File: config.mk
export PLATFORM = sky130hd
export DESIGN_NAME = status_poll_gen
export DESIGN_NICKNAME = d
export VERILOG_FILES = /design/src/rtl/status_poll_pkg.sv /design/src/rtl/status_poll_toggle.sv /design/src/rtl/status_poll_sector_hit.sv /design/src/rtl/status_poll_gen.sv
export SDC_FILE = /design/constraint.sdc
export NUM_CORES = 1
export LEC_CHECK = 0
export CAP_MARGIN = 20
export CELL_PAD_IN_SITES_DETAIL_PLACEMENT = 1
export CELL_PAD_IN_SITES_GLOBAL_PLACEMENT = 1
export CORE_MARGIN = 8
export CORE_UTILIZATION = 43
export CTS_CLUSTER_SIZE = 28
export DETAILED_ROUTE_END_ITERATION = 10
export DONT_BUFFER_PORTS = 1
export PLACE_DENSITY_LB_ADDON = 0.1
export SKIP_LAST_GASP = 1
export SLEW_MARGIN = 10
export SYNTH_ARGS = -nofsm -noshare
export SYNTH_HDL_FRONTEND = slang
export SYNTH_HIERARCHICAL = 1
export SYNTH_SLANG_ARGS = --single-unit
export TNS_END_PERCENT = 20
File: constraint.sdc
create_clock -name clk -period 3.2 [get_ports clk]
set_input_delay 0.48 -clock clk [delete_from_list [all_inputs] [get_ports clk]]
set_output_delay 0.48 -clock clk [all_outputs]
set_load 0.05 [all_outputs]
File: src/rtl/status_poll_pkg.sv
// Package: shared mode encoding and bit positions of the status byte.
// Assumes the sequencer drives op_mode with these codes.
package status_poll_pkg;
    typedef enum logic [1:0] {
        OP_IDLE  = 2'd0,
        OP_PROG  = 2'd1,
        OP_ERASE = 2'd2,
        OP_RSVD  = 2'd3
    } op_mode_e;

    localparam int BIT_POLL  = 7;
    localparam int BIT_BUSY  = 6;
    localparam int BIT_FAIL  = 5;
    localparam int BIT_BEGUN = 3;
    localparam int BIT_SECT  = 2;
endpackage

File: src/rtl/status_poll_toggle.sv
// Module: one toggle bit that inverts when advanced.
// Assumes adv is high for at most one cycle per read.
module status_poll_toggle (
    input  logic clk,
    input  logic rst_n,
    input  logic adv,
    output logic state
);
    // Invert on each advance, clear on reset.
    always_ff @(posedge clk) begin
        if (!rst_n)   state <= 1'b0;
        else if (adv) state <= ~state;
    end
endmodule

File: src/rtl/status_poll_sector_hit.sv
// Module: decides whether an address falls in a sector chosen for erase.
// Assumes sectors are equal sized and indexed by the top address bits.
module status_poll_sector_hit #(
    parameter int SECTORS = 8,
    parameter int ADDR_W  = 12
) (
    input  logic [ADDR_W-1:0]  addr,
    input  logic [SECTORS-1:0] sel,
    output logic               hit
);
    localparam int SEC_W = (SECTORS > 1) ? $clog2(SECTORS) : 1;

    logic [SEC_W-1:0] idx;

    // Pick the sector index from the address and look it up in the mask.
    generate
        if (SECTORS > 1) begin : g_multi
            assign idx = addr[ADDR_W-1 -: SEC_W];
        end else begin : g_single
            assign idx = '0;
        end
    endgenerate

    always_comb hit = sel[idx];
endmodule

File: src/rtl/status_poll_gen.sv
// Module: formats the status byte for each read during embedded operations.
// Assumes rd_stb is a one-cycle pulse and qualifiers are stable with it.
module status_poll_gen
    import status_poll_pkg::*;
#(
    parameter int SECTORS = 8,
    parameter int ADDR_W  = 12
) (
    input  logic               clk,
    input  logic               rst_n,
    input  logic [1:0]         op_mode,
    input  logic               suspend,
    input  logic               win_open,
    input  logic [7:0]         prog_data,
    input  logic [SECTORS-1:0] erase_sel,
    input  logic               fail_in,
    input  logic               fail_clr,
    input  logic               rd_stb,
    input  logic [ADDR_W-1:0]  rd_addr,
    input  logic [7:0]         arr_data,
    output logic [7:0]         rd_data,
    output logic               rd_valid
);
    logic     sec_hit;
    logic     busy_tog;
    logic     sect_tog;
    logic     fail_q;
    logic     adv_busy;
    logic     adv_sect;
    logic     use_array;
    logic [7:0] status_b;
    op_mode_e mode;

    assign mode = op_mode_e'(op_mode);

    status_poll_sector_hit #(.SECTORS(SECTORS), .ADDR_W(ADDR_W)) u_hit (
        .addr (rd_addr),
        .sel  (erase_sel),
        .hit  (sec_hit)
    );

    status_poll_toggle u_busy (
        .clk   (clk),
        .rst_n (rst_n),
        .adv   (adv_busy),
        .state (busy_tog)
    );

    status_poll_toggle u_sect (
        .clk   (clk),
        .rst_n (rst_n),
        .adv   (adv_sect),
        .state (sect_tog)
    );

    // Decide which toggles move on this read.
    always_comb begin
        adv_busy = rd_stb && ((mode == OP_PROG) || (mode == OP_ERASE && !suspend));
        adv_sect = rd_stb && (mode == OP_ERASE) && sec_hit;
    end

    // Build the status byte and choose between status and array data.
    always_comb begin
        status_b  = 8'h00;
        use_array = 1'b0;
        unique case (mode)
            OP_PROG: begin
                status_b[BIT_POLL] = ~prog_data[7];
                status_b[BIT_BUSY] = busy_tog;
                status_b[BIT_FAIL] = fail_q;
            end
            OP_ERASE: begin
                if (!suspend) begin
                    status_b[BIT_POLL]  = 1'b0;
                    status_b[BIT_BUSY]  = busy_tog;
                    status_b[BIT_FAIL]  = fail_q;
                    status_b[BIT_BEGUN] = ~win_open;
                    status_b[BIT_SECT]  = sect_tog;
                end else if (sec_hit) begin
                    status_b[BIT_POLL]  = 1'b1;
                    status_b[BIT_BUSY]  = busy_tog;
                    status_b[BIT_FAIL]  = fail_q;
                    status_b[BIT_BEGUN] = 1'b1;
                    status_b[BIT_SECT]  = sect_tog;
                end else begin
                    use_array = 1'b1;
                end
            end
            default: use_array = 1'b1;
        endcase
    end

    // Sticky failure flag; a reset command clears it with priority.
    always_ff @(posedge clk) begin
        if (!rst_n)        fail_q <= 1'b0;
        else if (fail_clr) fail_q <= 1'b0;
        else if (fail_in)  fail_q <= 1'b1;
    end

    // Register the returned byte and its valid flag.
    always_ff @(posedge clk) begin
        if (!rst_n) begin
            rd_data  <= 8'h00;
            rd_valid <= 1'b0;
        end else begin
            rd_valid <= rd_stb;
            if (rd_stb) rd_data <= use_array ? arr_data : status_b;
        end
    end
endmodule

==> metrics.csv <==
stage;metric;value;unit
status;outcome;finished clean;
power_and_ir_drop;power_density;448;mW/mm^2
yosys;netlist_top_cells_count;dfxtp_1, nand3_1, nand2b_1;
yosys;yosysUniqueCellTypes;28;
routing;vias_per_cell;6.01;
floorplan;die_w;56.5;um
sta;drv_slew;0;
sta;rsz0062_at_grt;no;
yosys;postSynth.asyncResetShare;0;%
routing;first_pass_iters;2;
critical_path;cp_slowest_cell;mux4_1;
clocking;cts.repair.resized;0;
yosys;netlist_area;704;sq um
yosys;syn_inst;74;
floorplan;die_area;0.00319;sq mm
critical_path;crit_chain;mux4_1 > mux2_2 > nand3b_4 > o21ai_4 > nand3_1 > a21boi_0;
job;drv_cap;0;
placement;gp_congestion;0.744;
power_and_ir_drop;irDropWorstVdd;0.000245;V
sta;worstMarginPinSlew;0.522;ns
sta;fin_setup_tns;0;ns
yosys;synth.most_common_cell;dfxtp_1;
global_route;antenna_found_initial;0;
clocking;cts-root-buf;clkbuf_4;
clocking;cts_hold_buf;0;
routing;drc;0;
critical_path;reg2reg_from;rd_data[1]$_SDFFE_PN0P_;
sta;fin_skew;0.000183;ns
yosys;synth_area_leaders;dfxtp_1, mux4_1, ha_1;
finish;area_growth;2.84;%
critical_path;r2r_cells;2;
floorplan;core;0.00152;sq mm
power_and_ir_drop;leakage;0.000303;uW
sta;slew_headroom;65.1;%
placement;placed_area;702;sq um
routing;routed_wl;1720;um
min_path;hp-start;fail_clr;
finish;final_nets;124;
floorplan;die_h;56.5;um
critical_path;path_max_fanout;9;
critical_path;cp.required;3.39;ns
placement;dp_hpwl;1340;um
clocking;numClockSinks;12;
sta;finalCriticalPeriod;1.75;ns
routing;avgRoutedWirePerCell;19.3;um
finish;n_antenna_cell;0;
routing;drt_iter0_drc;2;
finish;drive_gt1_share;8.22;%
min_path;hp-class;primary input to flop;
floorplan;rows;14;
sta;finalSetupViolCount;0;
min_path;hold_depth;1;
clocking;clk_latency;0.27;ns
power_and_ir_drop;p_comb_share;13.7;%
routing;ant_nets;0;
critical_path;regToRegSetupSlack;2.17;ns
clocking;postCtsSetupBuffers;0;
critical_path;r2r_end;rd_data[1]$_SDFFE_PN0P_;
yosys;ys_seq_elements;12;
yosys;synthesis.nets;123;
clocking;cts_tree;built;
critical_path;critPathMaxStageDelay;0.51;ns
floorplan;start_util;46.2;%
yosys;seq_area_frac_synth;34.1;%
global_route;grt_overflow;0;
critical_path;crit_type;primary input to flop;
finish;final_cell_area;724;sq um
clocking;cts-buffers-inserted;3;
power_and_ir_drop;power_frac_seq;58.3;%
critical_path;worstPathArrival;1.94;ns
global_route;grt_pass1_vias;623;
finish;nFillCells;181;
sta;hold_viol_final;0;
global_route;grt_max_degree;20;
placement;io_buffers;0;
sta;period_share;54.8;%
power_and_ir_drop;swShare;30.3;%
yosys;synth-edff-count;0;
critical_path;critPathLaunchType;primary input;
yosys;yosysWarnings;6;
power_and_ir_drop;clkPwrFrac;28.0;%
yosys;synth-main-ff-cell;dfxtp_1;
yosys;syn-mean-instance-area;9.52;sq um
critical_path;end_kind;flop;
global_route;grt_pass1_wl;2790;um
yosys;synth.top_cell.area_share;34.1;%
routing;vias;535;
floorplan;boundaryPins;54;
clocking;cts_htree_levels;1;
global_route;gr-usage-all-layers;10.6;%
power_and_ir_drop;internal_power;226;uW
sta;achievable-frequency;570;MHz
yosys;post-synth-top-area-cell;dfxtp_1;
power_and_ir_drop;p_sw;98.5;uW
min_path;min_to;fail_q$_SDFFE_PP0P_;
power_and_ir_drop;fin_total_pwr;325;uW
clocking;clockBufferDepth;2;
clocking;path_clk_slew;0.07;ns
-- layout make-up --
class | instances | area [sq um] | share of cell area (%)
clock buffer | 3 | 22.5 | 3.11
inverter | 2 | 7.51 | 1.04
sequential | 12 | 240 | 33.2
tap | 16 | 20.0 | 2.76
multi-input combinational | 56 | 434 | 59.9
-- sequential cells by signal, summed over array words and instances, names as in the netlist --
signal / cells
rd_valid: 1
rd_data: 8
u_busy/state: 1
u_sect/state: 1
fail_q: 1
-- layer usage --
metal  routed length (um)  global-route usage (%)  vias to the layer above  share of wire (%)
met5                    0                       0                        -                  0
met4                    9                    2.06                        0               0.52
met3                  167                    6.29                        2                9.7
met2                  832                    17.7                       24                 48
met1                  708                    11.1                      246                 41
li1                     -                       -                      263                  -
-- worst max path at each step --
stage          startpoint                 endpoint
2_1_floorplan  rd_addr[9]  rd_data[6]$_SDFFE_PN0P_
4_1_cts        rd_addr[9]  rd_data[1]$_SDFFE_PN0P_
6_report       rd_addr[9]  rd_data[1]$_SDFFE_PN0P_
3_5_place_dp   rd_addr[9]  rd_data[1]$_SDFFE_PN0P_
5_1_grt        rd_addr[9]  rd_data[1]$_SDFFE_PN0P_
3_3_place_gp   rd_addr[9]  rd_data[6]$_SDFFE_PN0P_
-- through the flow --
step	worst slack [ns]	instances	utilization (%)	hold WS (ns)
3_3_place_gp	1.22	86	46.1	0.480
3_5_place_dp	1.15	86	46.1	0.491
2_1_floorplan	1.32	74	-	0.468
4_1_cts	1.43	89	47.5	0.270
5_1_grt	1.39	89	47.5	0.260
6_report	1.45	89	47.5	0.282
-- kinds of logic (layout without fill, tap and decap cells) --
logic type / after synthesis / in the layout / share of synthesized area [%]
DFF: 12 / 12 / 34.1
AOI/OAI and AO/OA: 19 / 19 / 19.0
muxes: 3 / 3 / 9.06
buffers and inverters: 6 / 5 / 4.26
and+or+nand+nor: 28 / 28 / 24.0
xor gates and xnor gates: 2 / 2 / 2.49
adders and majority gates: 4 / 4 / 7.11
-- critical path, delay by kind of cell --
family	cells	cell delay, ns
muxes	2	0.83
AOI/OAI and AO/OA	2	0.33
and+or+nand+nor	2	0.31
-- cell usage in the layout (no fill, tap or decap), types with 2 or more instances in the layout --
| cell | Yosys | routed |
|---|---|---|
| inv_1 | 2 | 2 |
| xor2_1 | 2 | 2 |
| clkbuf_4 | 0 | 3 |
| nand2_1 | 4 | 4 |
| and2_1 | 3 | 3 |
| a31oi_1 | 3 | 3 |
| a21oi_1 | 3 | 3 |
| o21ai_0 | 4 | 4 |
| mux4_1 | 2 | 2 |
| nor2_1 | 3 | 3 |
| nor2b_1 | 2 | 2 |
| nand3_1 | 6 | 6 |
| dfxtp_1 | 12 | 12 |
| a21boi_0 | 3 | 3 |
| nand2b_1 | 5 | 5 |
| a32oi_1 | 2 | 2 |
| ha_1 | 4 | 4 |
-- power groups by stage --
stage	clock (uW)	sequential [uW]	combinational (uW)
2_1_floorplan	0	191	42.3
3_3_place_gp	0	193	43.2
3_5_place_dp	0	193	45.0
4_1_cts	94.9	190	45.4
5_1_grt	99.6	191	49.4
6_report	91.0	189	44.3
Note: power is estimated with default switching activity, not from simulation.
